File: src/rtl/cmul_pkg.sv
package cmul_pkg;

   typedef enum logic [1:0] {
      ARCH_AUTO = 2'd0,
      ARCH_CSD  = 2'd1,
      ARCH_FCSD = 2'd2,
      ARCH_MULT = 2'd3
   } arch_e;

   localparam int DIG_MAX = 32;

   typedef struct packed {
      logic [DIG_MAX-1:0] pos;
      logic [DIG_MAX-1:0] neg;
   } csd_t;

   // Non-adjacent signed-digit recoding of a positive constant.
   function automatic csd_t csd_digits(input int unsigned value);
      csd_t r;
      int unsigned rem;
      r   = '0;
      rem = value;
      for (int i = 0; i < DIG_MAX; i++) begin
         if (rem[0]) begin
            if (rem[1]) begin
               r.neg[i] = 1'b1;
               rem      = rem + 1;
            end else begin
               r.pos[i] = 1'b1;
               rem      = rem - 1;
            end
         end
         rem = rem >> 1;
      end
      return r;
   endfunction

   function automatic int csd_adders(input int unsigned value);
      csd_t d;
      int   n;
      d = csd_digits(value);
      n = 0;
      for (int i = 0; i < DIG_MAX; i++) begin
         if (d.pos[i] || d.neg[i]) n++;
      end
      return (n == 0) ? 0 : n - 1;
   endfunction

   // Smaller factor of the cheapest two-factor split; 0 when none exists.
   function automatic int unsigned fcsd_second(input int unsigned value);
      int          best;
      int          cost;
      int unsigned sel;
      best = 32'h3fff_ffff;
      sel  = 0;
      for (int unsigned f = 2; f * f <= value; f++) begin
         if (value % f == 0) begin
            cost = csd_adders(value / f) + csd_adders(f);
            if (cost < best) begin
               best = cost;
               sel  = f;
            end
         end
      end
      return sel;
   endfunction

   function automatic int fcsd_cost(input int unsigned value);
      int unsigned f;
      f = fcsd_second(value);
      return (f == 0) ? 0 : csd_adders(value / f) + csd_adders(f);
   endfunction

   function automatic arch_e arch_resolve(input arch_e req, input int unsigned value);
      if (req != ARCH_AUTO) return req;
      if (fcsd_second(value) != 0 && fcsd_cost(value) < csd_adders(value))
         return ARCH_FCSD;
      return ARCH_CSD;
   endfunction

   function automatic int acc_width(input int in_w, input int unsigned value);
      return in_w + $clog2(value + 1) + 1;
   endfunction

endpackage

File: src/rtl/cmul_shift_add.sv
module cmul_shift_add #(
   parameter int          W_IN  = 12,
   parameter int          W_OUT = 21,
   parameter int unsigned COEF  = 231
) (
   input  logic signed [W_IN-1:0]  x,
   output logic signed [W_OUT-1:0] y
);
   import cmul_pkg::*;

   localparam csd_t DIG = csd_digits(COEF);
   localparam int   NB  = $clog2(COEF + 1) + 1;

   if (W_OUT < W_IN) begin : g_bad_width
      $error("cmul_shift_add: W_OUT must not be below W_IN");
   end
   if (NB > DIG_MAX) begin : g_bad_coef
      $error("cmul_shift_add: constant too wide for digit recoding");
   end

   logic signed [W_OUT-1:0] xe;
   assign xe = W_OUT'(x);

   for (genvar i = 0; i < NB; i++) begin : g_dig
      logic signed [W_OUT-1:0] prev;
      logic signed [W_OUT-1:0] sum;
      if (i == 0) begin : g_first
         assign prev = '0;
      end else begin : g_next
         assign prev = g_dig[i-1].sum;
      end
      if (DIG.pos[i]) begin : g_add
         assign sum = prev + (xe <<< i);
      end else if (DIG.neg[i]) begin : g_sub
         assign sum = prev - (xe <<< i);
      end else begin : g_pass
         assign sum = prev;
      end
   end

   assign y = g_dig[NB-1].sum;

endmodule

File: src/rtl/cmul_mult.sv
module cmul_mult #(
   parameter int          W_IN  = 12,
   parameter int          W_OUT = 21,
   parameter int unsigned COEF  = 231
) (
   input  logic signed [W_IN-1:0]  x,
   output logic signed [W_OUT-1:0] y
);
   logic signed [W_OUT-1:0] xe;
   logic signed [W_OUT-1:0] k;

   assign xe = W_OUT'(x);
   assign k  = W_OUT'(COEF);
   assign y  = xe * k;

endmodule

File: src/rtl/cmul_out_reg.sv
module cmul_out_reg #(
   parameter int W   = 20,
   parameter bit REG = 1'b1
) (
   input  logic                clk,
   input  logic                rst_n,
   input  logic signed [W-1:0] d,
   output logic signed [W-1:0] q
);
   if (REG) begin : g_reg
      always_ff @(posedge clk or negedge rst_n) begin
         if (!rst_n) q <= '0;
         else        q <= d;
      end
   end else begin : g_comb
      assign q = d;
   end

endmodule

File: src/rtl/cmul_const.sv
module cmul_const #(
   parameter int                   IN_W    = 12,
   parameter int                   OUT_W   = 20,
   parameter int unsigned          COEF    = 231,
   parameter cmul_pkg::arch_e      ARCH    = cmul_pkg::ARCH_AUTO,
   parameter bit                   REG_OUT = 1'b1
) (
   input  logic                    clk,
   input  logic                    rst_n,
   input  logic signed [IN_W-1:0]  din,
   output logic signed [OUT_W-1:0] dout
);
   import cmul_pkg::*;

   localparam int          ACC_W = acc_width(IN_W, COEF);
   localparam arch_e       SEL   = arch_resolve(ARCH, COEF);
   localparam int unsigned F2    = fcsd_second(COEF);
   localparam int unsigned F1    = (F2 == 0) ? COEF : COEF / F2;
   localparam int          S1_W  = acc_width(IN_W, F1);

   if (IN_W < 2) begin : g_chk_in
      $error("cmul_const: IN_W must be at least 2");
   end
   if (COEF < 1 || COEF >= (1 << 28)) begin : g_chk_coef
      $error("cmul_const: COEF out of supported range");
   end
   if (OUT_W < 1 || OUT_W > ACC_W) begin : g_chk_out
      $error("cmul_const: OUT_W must lie in 1..accumulator width");
   end
   if (SEL == ARCH_FCSD && F2 == 0) begin : g_chk_split
      $error("cmul_const: factored form requested for a constant with no split");
   end

   logic signed [ACC_W-1:0] acc;
   logic signed [OUT_W-1:0] dout_d;

   if (SEL == ARCH_MULT) begin : g_mult
      cmul_mult #(.W_IN(IN_W), .W_OUT(ACC_W), .COEF(COEF)) u_mult (
         .x (din),
         .y (acc)
      );
   end else if (SEL == ARCH_FCSD) begin : g_fcsd
      logic signed [S1_W-1:0]  s1;
      logic signed [S1_W-1:0]  s1_ref;
      logic signed [ACC_W-1:0] s2_ref;

      cmul_shift_add #(.W_IN(IN_W), .W_OUT(S1_W), .COEF(F1)) u_stage1 (
         .x (din),
         .y (s1)
      );
      cmul_shift_add #(.W_IN(S1_W), .W_OUT(ACC_W), .COEF(F2)) u_stage2 (
         .x (s1),
         .y (acc)
      );

      assign s1_ref = S1_W'(din) * S1_W'(F1);
      assign s2_ref = ACC_W'(s1) * ACC_W'(F2);

      // first factor stage result
      p_stage1_r3: assert property (@(posedge clk) disable iff (!rst_n)
         s1 == s1_ref);
      // second stage consumes the first stage's result
      p_stage2_r3: assert property (@(posedge clk) disable iff (!rst_n)
         acc == s2_ref);
   end else begin : g_csd
      cmul_shift_add #(.W_IN(IN_W), .W_OUT(ACC_W), .COEF(COEF)) u_net (
         .x (din),
         .y (acc)
      );
   end

   assign dout_d = acc[OUT_W-1:0];

   cmul_out_reg #(.W(OUT_W), .REG(REG_OUT)) u_out (
      .clk   (clk),
      .rst_n (rst_n),
      .d     (dout_d),
      .q     (dout)
   );

   // Arithmetic references used only by the assertions below.
   logic signed [ACC_W-1:0] ref_full;
   logic signed [OUT_W-1:0] ref_now;
   assign ref_full = ACC_W'(din) * ACC_W'(COEF);
   assign ref_now  = OUT_W'(ref_full);

   // full accumulator holds the exact product
   p_full_acc_r8: assert property (@(posedge clk) disable iff (!rst_n)
      acc == ref_full);

   if (REG_OUT) begin : g_chk_reg
      // output cleared on leaving reset
      p_reset_zero_r6: assert property (@(posedge clk) disable iff (!rst_n)
         $rose(rst_n) |-> dout == '0);
      // one-cycle latency product
      p_reg_latency_r6: assert property (@(posedge clk) disable iff (!rst_n)
         $past(rst_n) |-> dout == $past(ref_now));
   end else begin : g_chk_comb
      // same-cycle product
      p_comb_path_r7: assert property (@(posedge clk) disable iff (!rst_n)
         dout == ref_now);
   end

endmodule

File: config.mk
export PLATFORM = sky130hd
export DESIGN_NAME = cmul_const
export DESIGN_NICKNAME = d
export VERILOG_FILES = /design/src/rtl/cmul_pkg.sv /design/src/rtl/cmul_shift_add.sv /design/src/rtl/cmul_mult.sv /design/src/rtl/cmul_out_reg.sv /design/src/rtl/cmul_const.sv
export SDC_FILE = /design/constraint.sdc
export NUM_CORES = 1
export LEC_CHECK = 0
export BUFFER_PORTS_ARGS = -buffer_cell sky130_fd_sc_hd__buf_2
export CORE_ASPECT_RATIO = 0.75
export CORE_UTILIZATION = 56
export CTS_CLUSTER_SIZE = 28
export DETAILED_ROUTE_END_ITERATION = 6
export PLACE_DENSITY = 0.88
export SYNTH_ARGS = -nofsm -noshare
export SYNTH_HDL_FRONTEND = slang
export SYNTH_SLANG_ARGS = --single-unit
File: constraint.sdc
create_clock -name clk -period 0.8 [get_ports clk]
set_input_delay 0.04 -clock clk [delete_from_list [all_inputs] [get_ports clk]]
set_output_delay 0.04 -clock clk [all_outputs]
set_load 0.05 [all_outputs]
==> qor.yml, run 1 <==
toolErrorMsg: "[ERROR DPL-0038] Utilization greater than 100%, impossible to legalize"
synthCells: 205
row_count: 17
syn_area_sq_um: 1890
die_x_um: 69.0
dpl.hpwl_um: 6390
cts_max_path_buffers: 2
syn-num-nets: 248
synth.avg_cell_area_sq_um: 9.20
ys_types: 42
ys_ff_latch: 20
die_h_um: 52.3
gp_routability_congestion: 0.948
cts_resized: 122
io_buffers: 33
cts-root-buf: "clkbuf_8"
cts_hold_buffers: 1
status: "aborted with a tool error"
cts.sinks: 20
boundaryPins: 34
dp_cells: 363
start_util_pct: 61.6
lastStage: "clock tree synthesis"
synth_seq_area_share_pct: 26.5
h-tree-depth: 1
cts_made_buffers: 3
cts_setup_buffers: 21
yosys_warnings: 0
metrics by stage:
| step | setup WS (ns) | TNS, ns | hold WS (ns) | area, sq um |
|---|---|---|---|---|
| after detailed placement | -2.46 | -27.04 | 0.00750 | 2930 |
| after global placement | -2.13 | -23.87 | 0.000657 | 2930 |
| after floorplan | -2.04 | -19.14 | -0.256 | 2070 |
synthesized netlist by cell type, drive strengths merged:
master,instances,share of area [%]
a2111o,1,0.60
o31a,1,0.46
and2,1,0.33
o21bai,3,1.2
dfrtp,20,27
xor2,8,4.1
and3,1,0.33
nor4,1,0.33
a2111oi,2,1.3
and2b,1,0.40
nor4b,1,0.46
o211ai,3,1.5
a21o,13,5.2
nor3,2,0.53
a31oi,3,0.99
a311oi,2,1.3
o21ai,11,2.9
fa,1,1.1
a21oi,17,4.5
nand2b,3,0.99
nor2b,1,0.33
or3,1,0.33
o31ai,2,0.80
inv,24,4.8
nand2,8,1.6
nor4bb,1,0.53
xnor2,21,9.7
o311ai,1,0.46
o2111a,1,0.60
a211o,1,0.46
a2bb2oi,1,0.46
ha,28,19
and4b,1,0.53
a211oi,4,1.9
nand3,4,1.1
o21a,4,1.6
nor2,7,1.4
cell families after synthesis:
group	after synthesis	share of synthesized area, %
adders and majority gates	29	19.6
DFF	20	26.5
AOI/OAI and AO/OA	70	26.1
and+or+nand+nor	33	9.15
xor gates and xnor gates	29	13.9
buffers and inverters	24	4.77
==> run 2: changes to the inputs <==
Settings changed: CORE_ASPECT_RATIO 0.75 to not set, CORE_UTILIZATION 56 to 40, CTS_CLUSTER_SIZE 28 to not set, PLACE_DENSITY 0.88 to not set, PLACE_DENSITY_LB_ADDON set to 0.15.
==> qor.yml, run 2 <==
status: "finished, violations left"
failed_checks: "design-rule violations, negative setup slack"
ys_types: 42
synth_xor_area_share_pct: 13.9
cts-root-buf: "clkbuf_8"
synthArstFlopShare_pct: 100
max_freq_mhz: 358
pre_cts_ws_ns: -2.23
die_h_um: 70.7
n_fill_cell: 209
ys_ff_latch: 20
min_path_cells: 3
finalSetupViolCount: 37
fp.dieArea_sq_um: 5000
antennaDiodeCount: 0
synth_seq_area_share_pct: 26.5
synth.top_cells.by_area: "dfrtp_1 27%, ha_1 19%, xnor2_1 9.7%"
yosysMostFrequentCell: "ha_1"
grt_max_degree: 21
cts.sinks: 20
yosys_warnings: 0
min-delay-start: "din[0]"
drc_errors: 9
top_regs: "u_out.q x20"
dp_cells: 383
synth_compound_area_share_pct: 26.1
mostFrequentLayoutCells: "98 x buf_4, 44 x buf_6, 20 x dfrtp_1, 17 x inv_1, 14 x ha_1"
hold_class: "input pin to flip-flop"
fin_ws_ns: -1.99
cts.clk_slew.worst_paths_ns: 0.08
die_x_um: 70.7
boundaryPins: 34
synth_common_cells: "28 x ha_1, 24 x inv_1, 21 x xnor2_1"
h-tree-depth: 1
rsz0062_at_grt: "true"
final_common_cell: "buf_4"
dpl.hpwl_um: 4150
syn_area_sq_um: 1890
arrival_ns: 2.98
drv_cap: 0
synthToLayoutAreaGrowth_pct: 104
overflow: 0
grt_pass1_vias: 2441
worst_setup_path_end_kind: "flip-flop"
ir_drop_mv: 2.03
hold_viol_final: 0
wl_um: 8180
synth.avg_cell_area_sq_um: 9.20
path_class: "input pin to flip-flop"
drt_iter0_markers: 178
slew_headroom_pct: 58.8
synthSimpleGateAreaFrac_pct: 9.15
top_register: "u_out.q"
leakagePower_nw: 1.87
cp.required_ns: 0.99
synth_top_family_by_area: "compound AO/OA/AOI/OAI gates"
cts_tree: "done"
synth-edff-count: 0
dr.pass1.iters: 7
fin_nets: 409
syn-num-nets: 248
antenna_found_initial: 0
cp_max_fo: 4
row_count: 24
synth_area_leader_cell: "dfrtp_1"
fin_cells: 417
start_util_pct: 42.5
synthAdderAreaFrac_pct: 19.6
tightest_slew_ns: 0.616
design.core.area_sq_um: 4440
synthCells: 205
gp_routability_congestion: 0.790
drtAntennaViolNets: 0
io_buffers: 33
power.density_nw_per_um2: 2900
wire_per_inst_um: 19.6
fin_crit_ns: 2.79
grt_pass1_wl_um: 11600
synth_mux_area_share_pct: 0
final_layout_size_suffix_gt1_share_pct: 63.6
slew_violations: 0
synth.top_cell.area_share_pct: 26.5
cts_max_path_buffers: 2
fin_crit_sh_pct: 349
whs_endpoint: "u_out.q[0]"
startpoint_type: "input pin"
largest_reg_flops: 20
vias: 2329
grt_util_all_layers_pct: 29.6
finalPower_mw: 11.2
cts_made_buffers: 3
routed_via_density: 5.59
ys.flop_type: "dfrtp_1"
==> run 2: cell counts after synthesis <==
No cell type changed its count.
==> run 2: timing repair <==
action | in CTS | in global routing
setup buffers | 34 | 16
hold buffers | 1 | 0
pin swaps | 34 | 29
setup endpoints to repair | 36 | 38
hold endpoints to repair | 20 | 0
resized for setup | 105 | 41
==> run 2: metal layers <==
layer | wire (um) | vias up | global-route usage, % | part of all wire [%]
li1 | - | 1060 | - | -
met5 | 0 | - | 0 | 0
met1 | 3220 | 1127 | 33.7 | 39
met2 | 4180 | 107 | 57.6 | 51
met4 | 375 | 0 | 9.78 | 4.6
met3 | 405 | 35 | 2.56 | 5.0
==> run 2: worst max-delay path, cell delays in order <==
cell and delay [ns]:
buf_8 0.10, ha_4 0.16, fa_2 0.36, a21o_1 0.19, buf_4 0.14, a21oi_4 0.16, xnor2_2 0.16, inv_2 0.08
ha_4 0.28, a21o_1 0.19, a21oi_1 0.18, o21ai_1 0.09, a21oi_2 0.14, o21ai_2 0.10, a211oi_2 0.21, o21bai_1 0.11
a21oi_2 0.17, xnor2_1 0.13
==> run 2: per-stage QoR <==
| step | util (%) | area, sq um | hold slack (ns) | setup TNS [ns] |
|---|---|---|---|---|
| after floorplan | - | 2070 | -0.256 | -19.14 |
| after global placement | 67.7 | 3010 | -0.00990 | -24.62 |
| after detailed placement | 67.7 | 3010 | -0.00361 | -25.60 |
| after CTS | 83.5 | 3710 | 0.161 | -24.43 |
| after global routing | 86.8 | 3860 | 0.112 | -25.50 |
| final | 86.8 | 3860 | 0.111 | -23.97 |
==> run 2: cells by family after synthesis <==
family	after synthesis
buffers and inverters	24
AND/OR/NAND/NOR	33
XOR/XNOR	29
AO/OA/AOI/OAI	70
flip-flops	20
adder cells (fa/ha/maj)	29
==> run 2: cell type report <==
type	instances	area (sq um)	area share, %
multi-input combinational	161	1790	46.5
timing repair buffer	156	1350	35.0
sequential	20	500	13.0
inverter	24	92.6	2.40
tap	52	65.1	1.69
clock buffer	4	55.1	1.43
==> run 2: power breakdown <==
part	switching (mW)	internal (mW)	total [mW]
clock	0.366	0.439	0.805
sequential	0.220	1.41	1.63
combinational	4.57	4.19	8.76
total	5.16	6.04	11.2
==> run 2: worst max-delay path by stage <==
stage / startpoint / endpoint / slack, ns / cells after the start
global route: din[0] / u_out.q[18] / -2.12 / 18
finish: din[0] / u_out.q[18] / -1.99 / 18
detailed placement: din[0] / u_out.q[18] / -2.23 / 18
global placement: din[0] / u_out.q[18] / -2.15 / 18
CTS: din[0] / u_out.q[18] / -1.90 / 18
floorplan: din[0] / u_out.q[18] / -2.04 / 17
(Power assumes the default switching activity.)
==> run 3: changes to the inputs <==
Settings changed: REMOVE_ABC_BUFFERS set to 1.
Clock period 0.8 ns to 2.8 ns, I/O delays scaled along.
==> qor.yml, run 3 (synthesis results as in run 2) <==
status: "finished, violations left"
post-route-util_pct: 70.2
fin_crit_ns: 2.91
antenna_found_initial: 0
slew_violations: 0
vias: 1952
crit_family: "compound AO/OA/AOI/OAI gates"
start_util_pct: 42.5
dpl.hpwl_um: 3670
max_freq_mhz: 343
hold_class: "input pin to flip-flop"
drt_iter0_markers: 91
drc_errors: 6
drv_cap: 0
finalSetupViolCount: 2
fin_area_sq_um: 3120
tightest_slew_ns: 0.496
cts_made_buffers: 3
grt_util_all_layers_pct: 20.4
design.core.area_sq_um: 4440
cp_slowest_cell: "fa_2"
worst_setup_path_end_kind: "flip-flop"
crit_chain: "buf_8 -> ha_4 -> fa_2 -> a21o_1 -> a2bb2oi_2 -> and2b_1 -> xnor2_2 -> inv_2 -> ha_4 -> o2111a_1 -> a21oi_2 -> o21ai_2 -> a21oi_2 -> o21ai_2 -> a211oi_2 -> o21bai_1 -> a21oi_1 -> xnor2_1"
largest_reg_flops: 20
hold_viol_final: 0
slew_headroom_pct: 66.8
h-tree-depth: 1
leakagePower_nw: 1.57
grt_pass1_vias: 1890
n_fill_cell: 325
cts_max_path_buffers: 2
grt_max_degree: 21
cts.sinks: 20
row_count: 24
cts.clk_slew.worst_paths_ns: 0.07
fin_nets: 375
antennaDiodeCount: 0
top_regs: "u_out.q x20"
final_common_cell: "buf_4"
arrival_ns: 3.09
critPathMaxStageDelay_ns: 0.35
die_h_um: 70.7
tns_ns: -0.129
ir_drop_mv: 0.315
dpl_cell_area_sq_um: 2680
path_class: "input pin to flip-flop"
top_register: "u_out.q"
fin_crit_sh_pct: 104
wl_um: 5260
failed_checks: "design-rule violations, negative setup slack"
routed_via_density: 5.11
drtAntennaViolNets: 0
fp.dieArea_sq_um: 5000
grt_pass1_wl_um: 8220
cp.required_ns: 2.98
overflow: 0
boundaryPins: 34
mostFrequentLayoutCells: "86 x buf_4, 30 x buf_2, 20 x inv_1, 20 x dfrtp_1, 19 x ha_1"
final_layout_size_suffix_gt1_share_pct: 50.3
startpoint_type: "input pin"
cts-root-buf: "clkbuf_8"
endpoint: "u_out.q[18]"
cp.depth: 18
dr.pass1.iters: 7
rsz0062_at_grt: "true"
power.density_nw_per_um2: 810
critPathLaunch: "din[5]"
die_x_um: 70.7
cp_max_fo: 2
io_buffers: 33
gp_routability_congestion: 0.848
synthToLayoutAreaGrowth_pct: 65.5
cts_tree: "done"
fin_ws_ns: -0.114
wire_per_inst_um: 13.8
path_buf_inv: 2
-- run 3: cell types whose count changed in the layout (fill, tap and decap cells not counted), moves of 4 or more --
cell and change:
buf_2 +21, ha_4 -4, xnor2_1 +5, buf_6 -40, o21ai_0 +4, buf_4 -12
ha_1 +5, xnor2_2 -5
-- run 3: stage by stage --
stage	worst slack [ns]	hold slack [ns]	std cells	power, mW
2_1_floorplan	-0.583	-0.156	205	1.44
3_3_place_gp	-0.566	0.111	365	1.98
3_5_place_dp	-0.649	0.116	365	1.99
4_1_cts	-0.0473	0.116	380	2.33
5_1_grt	-0.240	0.115	382	2.68
6_report	-0.114	0.120	382	2.53
-- run 3: how the worst min path moves through the flow --
stage          slack [ns]  depth (start not counted)         end  startpoint
6_report             0.12                          2  u_out.q[0]      din[0]
4_1_cts              0.12                          2  u_out.q[0]      din[0]
2_1_floorplan       -0.16                          0  u_out.q[0]       rst_n
3_5_place_dp         0.12                          1  u_out.q[6]       rst_n
3_3_place_gp         0.11                          1  u_out.q[3]       rst_n
5_1_grt              0.11                          2  u_out.q[0]      din[0]
-- run 3: what timing repair did --
action	CTS	global route
hold buffers	1	0
endpoints found under the setup margin	5	8
hold endpoints to repair	20	0
buffers inserted	11	3
cloned	0	0
resized for setup	19	37
pin swaps	28	24
-- run 3: where the power goes --
| part | internal [mW] | total, mW | switching (mW) | leakage (nW) |
|---|---|---|---|---|
| sequential | 0.401 | 0.422 | 0.0212 | 0.233 |
| combinational | 0.843 | 1.92 | 1.07 | 1.32 |
| clock | 0.0958 | 0.190 | 0.0947 | 0.0216 |
-- run 3: layer usage --
layer,share of wire (%),GRT usage [%]
met1,49,28.0
met2,47,34.6
met3,2.6,2.14
met4,1.3,4.89
met5,0,0
-- run 3: area by class of cell --
type | count | area [sq um] | share of cell area, %
multi-input cells | 161 | 1560 | 49.9
repair buffers | 122 | 866 | 27.7
flip-flops and latches | 20 | 500 | 16.0
inverters | 24 | 92.6 | 2.97
well taps | 52 | 65.1 | 2.08
clock buffers | 3 | 41.3 | 1.32
==> run 4: changes to the inputs <==
Settings changed: CORE_AREA set to 2 2 63 65, CORE_UTILIZATION 40 to not set, DIE_AREA set to 0 0 65 67.
==> qor.yml, run 4 (synthesis results as in run 2) <==
post-route-util_pct: 84.6
mostFrequentLayoutCells: "80 x buf_4, 31 x buf_2, 21 x inv_1, 20 x dfrtp_1, 19 x ha_1"
hold_class: "input pin to flip-flop"
max_freq_mhz: 322
final_common_cell: "buf_4"
boundaryPins: 34
n_fill_cell: 191
cp_slowest_cell: "fa_2"
ir_drop_mv: 0.368
path_class: "input pin to flip-flop"
fin_nets: 368
grt_util_all_layers_pct: 26.4
tightest_slew_ns: 0.514
slew_headroom_pct: 64.8
antenna_found_initial: 0
overflow: 0
finalSetupViolCount: 4
path_buf_inv: 2
dpl.hpwl_um: 3840
fin_crit_ns: 3.11
top_register: "u_out.q"
startpoint_type: "input pin"
fin_cells: 371
final_layout_size_suffix_gt1_share_pct: 48.6
critPathMaxStageDelay_ns: 0.36
cp.depth: 17
cts_made_buffers: 3
crit_chain: "buf_8 -> ha_4 -> fa_2 -> a21o_1 -> a21oi_1 -> xnor2_1 -> inv_1 -> ha_4 -> a21o_1 -> a21oi_1 -> o21ai_2 -> a21oi_2 -> o21ai_2 -> a211oi_2 -> o21bai_1 -> a21oi_2 -> xnor2_1"
vias: 2153
cts-root-buf: "clkbuf_8"
io_buffers: 33
h-tree-depth: 1
worst_setup_path_end_kind: "flip-flop"
fp.dieArea_sq_um: 4360
drtAntennaViolNets: 0
die_x_um: 65
cts.sinks: 20
hold_viol_final: 0
drt_iter0_markers: 222
antennaDiodeCount: 0
rsz0062_at_grt: "true"
arrival_ns: 3.28
fin_area_sq_um: 3050
drc_errors: 0
min_path_cells: 3
status: "finished, violations left"
synthToLayoutAreaGrowth_pct: 61.7
die_h_um: 67
cp.required_ns: 2.97
drv_cap: 0
dp_cells: 356
grt_pass1_wl_um: 8940
tns_ns: -0.595
fin_crit_sh_pct: 111
power.density_nw_per_um2: 838
wire_per_inst_um: 18.5
grt_max_degree: 21
design.core.area_sq_um: 3610
slew_violations: 0
start_util_pct: 52.3
failed_checks: "negative setup slack"
wl_um: 6860
dr.pass1.iters: 4
top_regs: "u_out.q x20"
cts_max_path_buffers: 2
grt_pass1_vias: 2013
cts.clk_slew.worst_paths_ns: 0.07
leakagePower_nw: 1.54
cp_max_fo: 4
crit_family: "compound AO/OA/AOI/OAI gates"
cts_tree: "done"
row_count: 22
largest_reg_flops: 20
dpl_cell_area_sq_um: 2640
gp_routability_congestion: 0.868
fin_ws_ns: -0.309
routed_via_density: 5.80
run 4: timing repair:
item,in CTS,in global routing
pin swaps,28,24
gates resized for setup,25,25
hold buffers,1,0
setup buffers,7,5
endpoints found under the setup margin,7,7
hold endpoints to repair,20,0
run 4: worst min-delay path, stage by stage:
cell and delay (ns):
buf_2 0.10, buf_4 0.13, xnor2_1 0.07
run 4: final cells by class:
type	instances	area [sq um]	share of cell area, %
multi-input combinational	161	1550	50.9
timing repair buffer	115	807	26.5
sequential	20	500	16.4
inverter	24	90.1	2.95
tap	48	60.1	1.97
clock buffer	3	41.3	1.35
run 4: layer usage:
layer	vias to the layer above	routed length, um	share of wire [%]	global-route usage (%)
met5	-	0	0	0
met3	36	366	5.3	2.03
met4	0	281	4.1	8.51
met2	104	3580	52	50.0
li1	974	-	-	-
met1	1039	2630	38	31.3
run 4: path summary, 6_finish.rpt:
check                      startpoint          end  slack (ns)
worst min-delay path           din[2]   u_out.q[2]        0.23
min in group asynchronous       rst_n   u_out.q[9]        0.36
worst max-delay path           din[5]  u_out.q[18]       -0.31
max in group asynchronous       rst_n  u_out.q[11]        2.13
run 4: power breakdown:
group	total (mW)	switching, mW	internal (mW)
Clock	0.184	0.0879	0.0957
Combinational	1.94	1.14	0.803
Sequential	0.431	0.0295	0.402
run 4: stage by stage:
stage               hold WS, ns  power, mW  setup WS (ns)
finish                    0.229       2.56         -0.309
global route              0.228       2.67         -0.414
CTS                       0.116       2.32        -0.0838
detailed placement        0.103       2.01         -0.731
global placement         0.0923       1.97         -0.563
floorplan                -0.156       1.44         -0.583
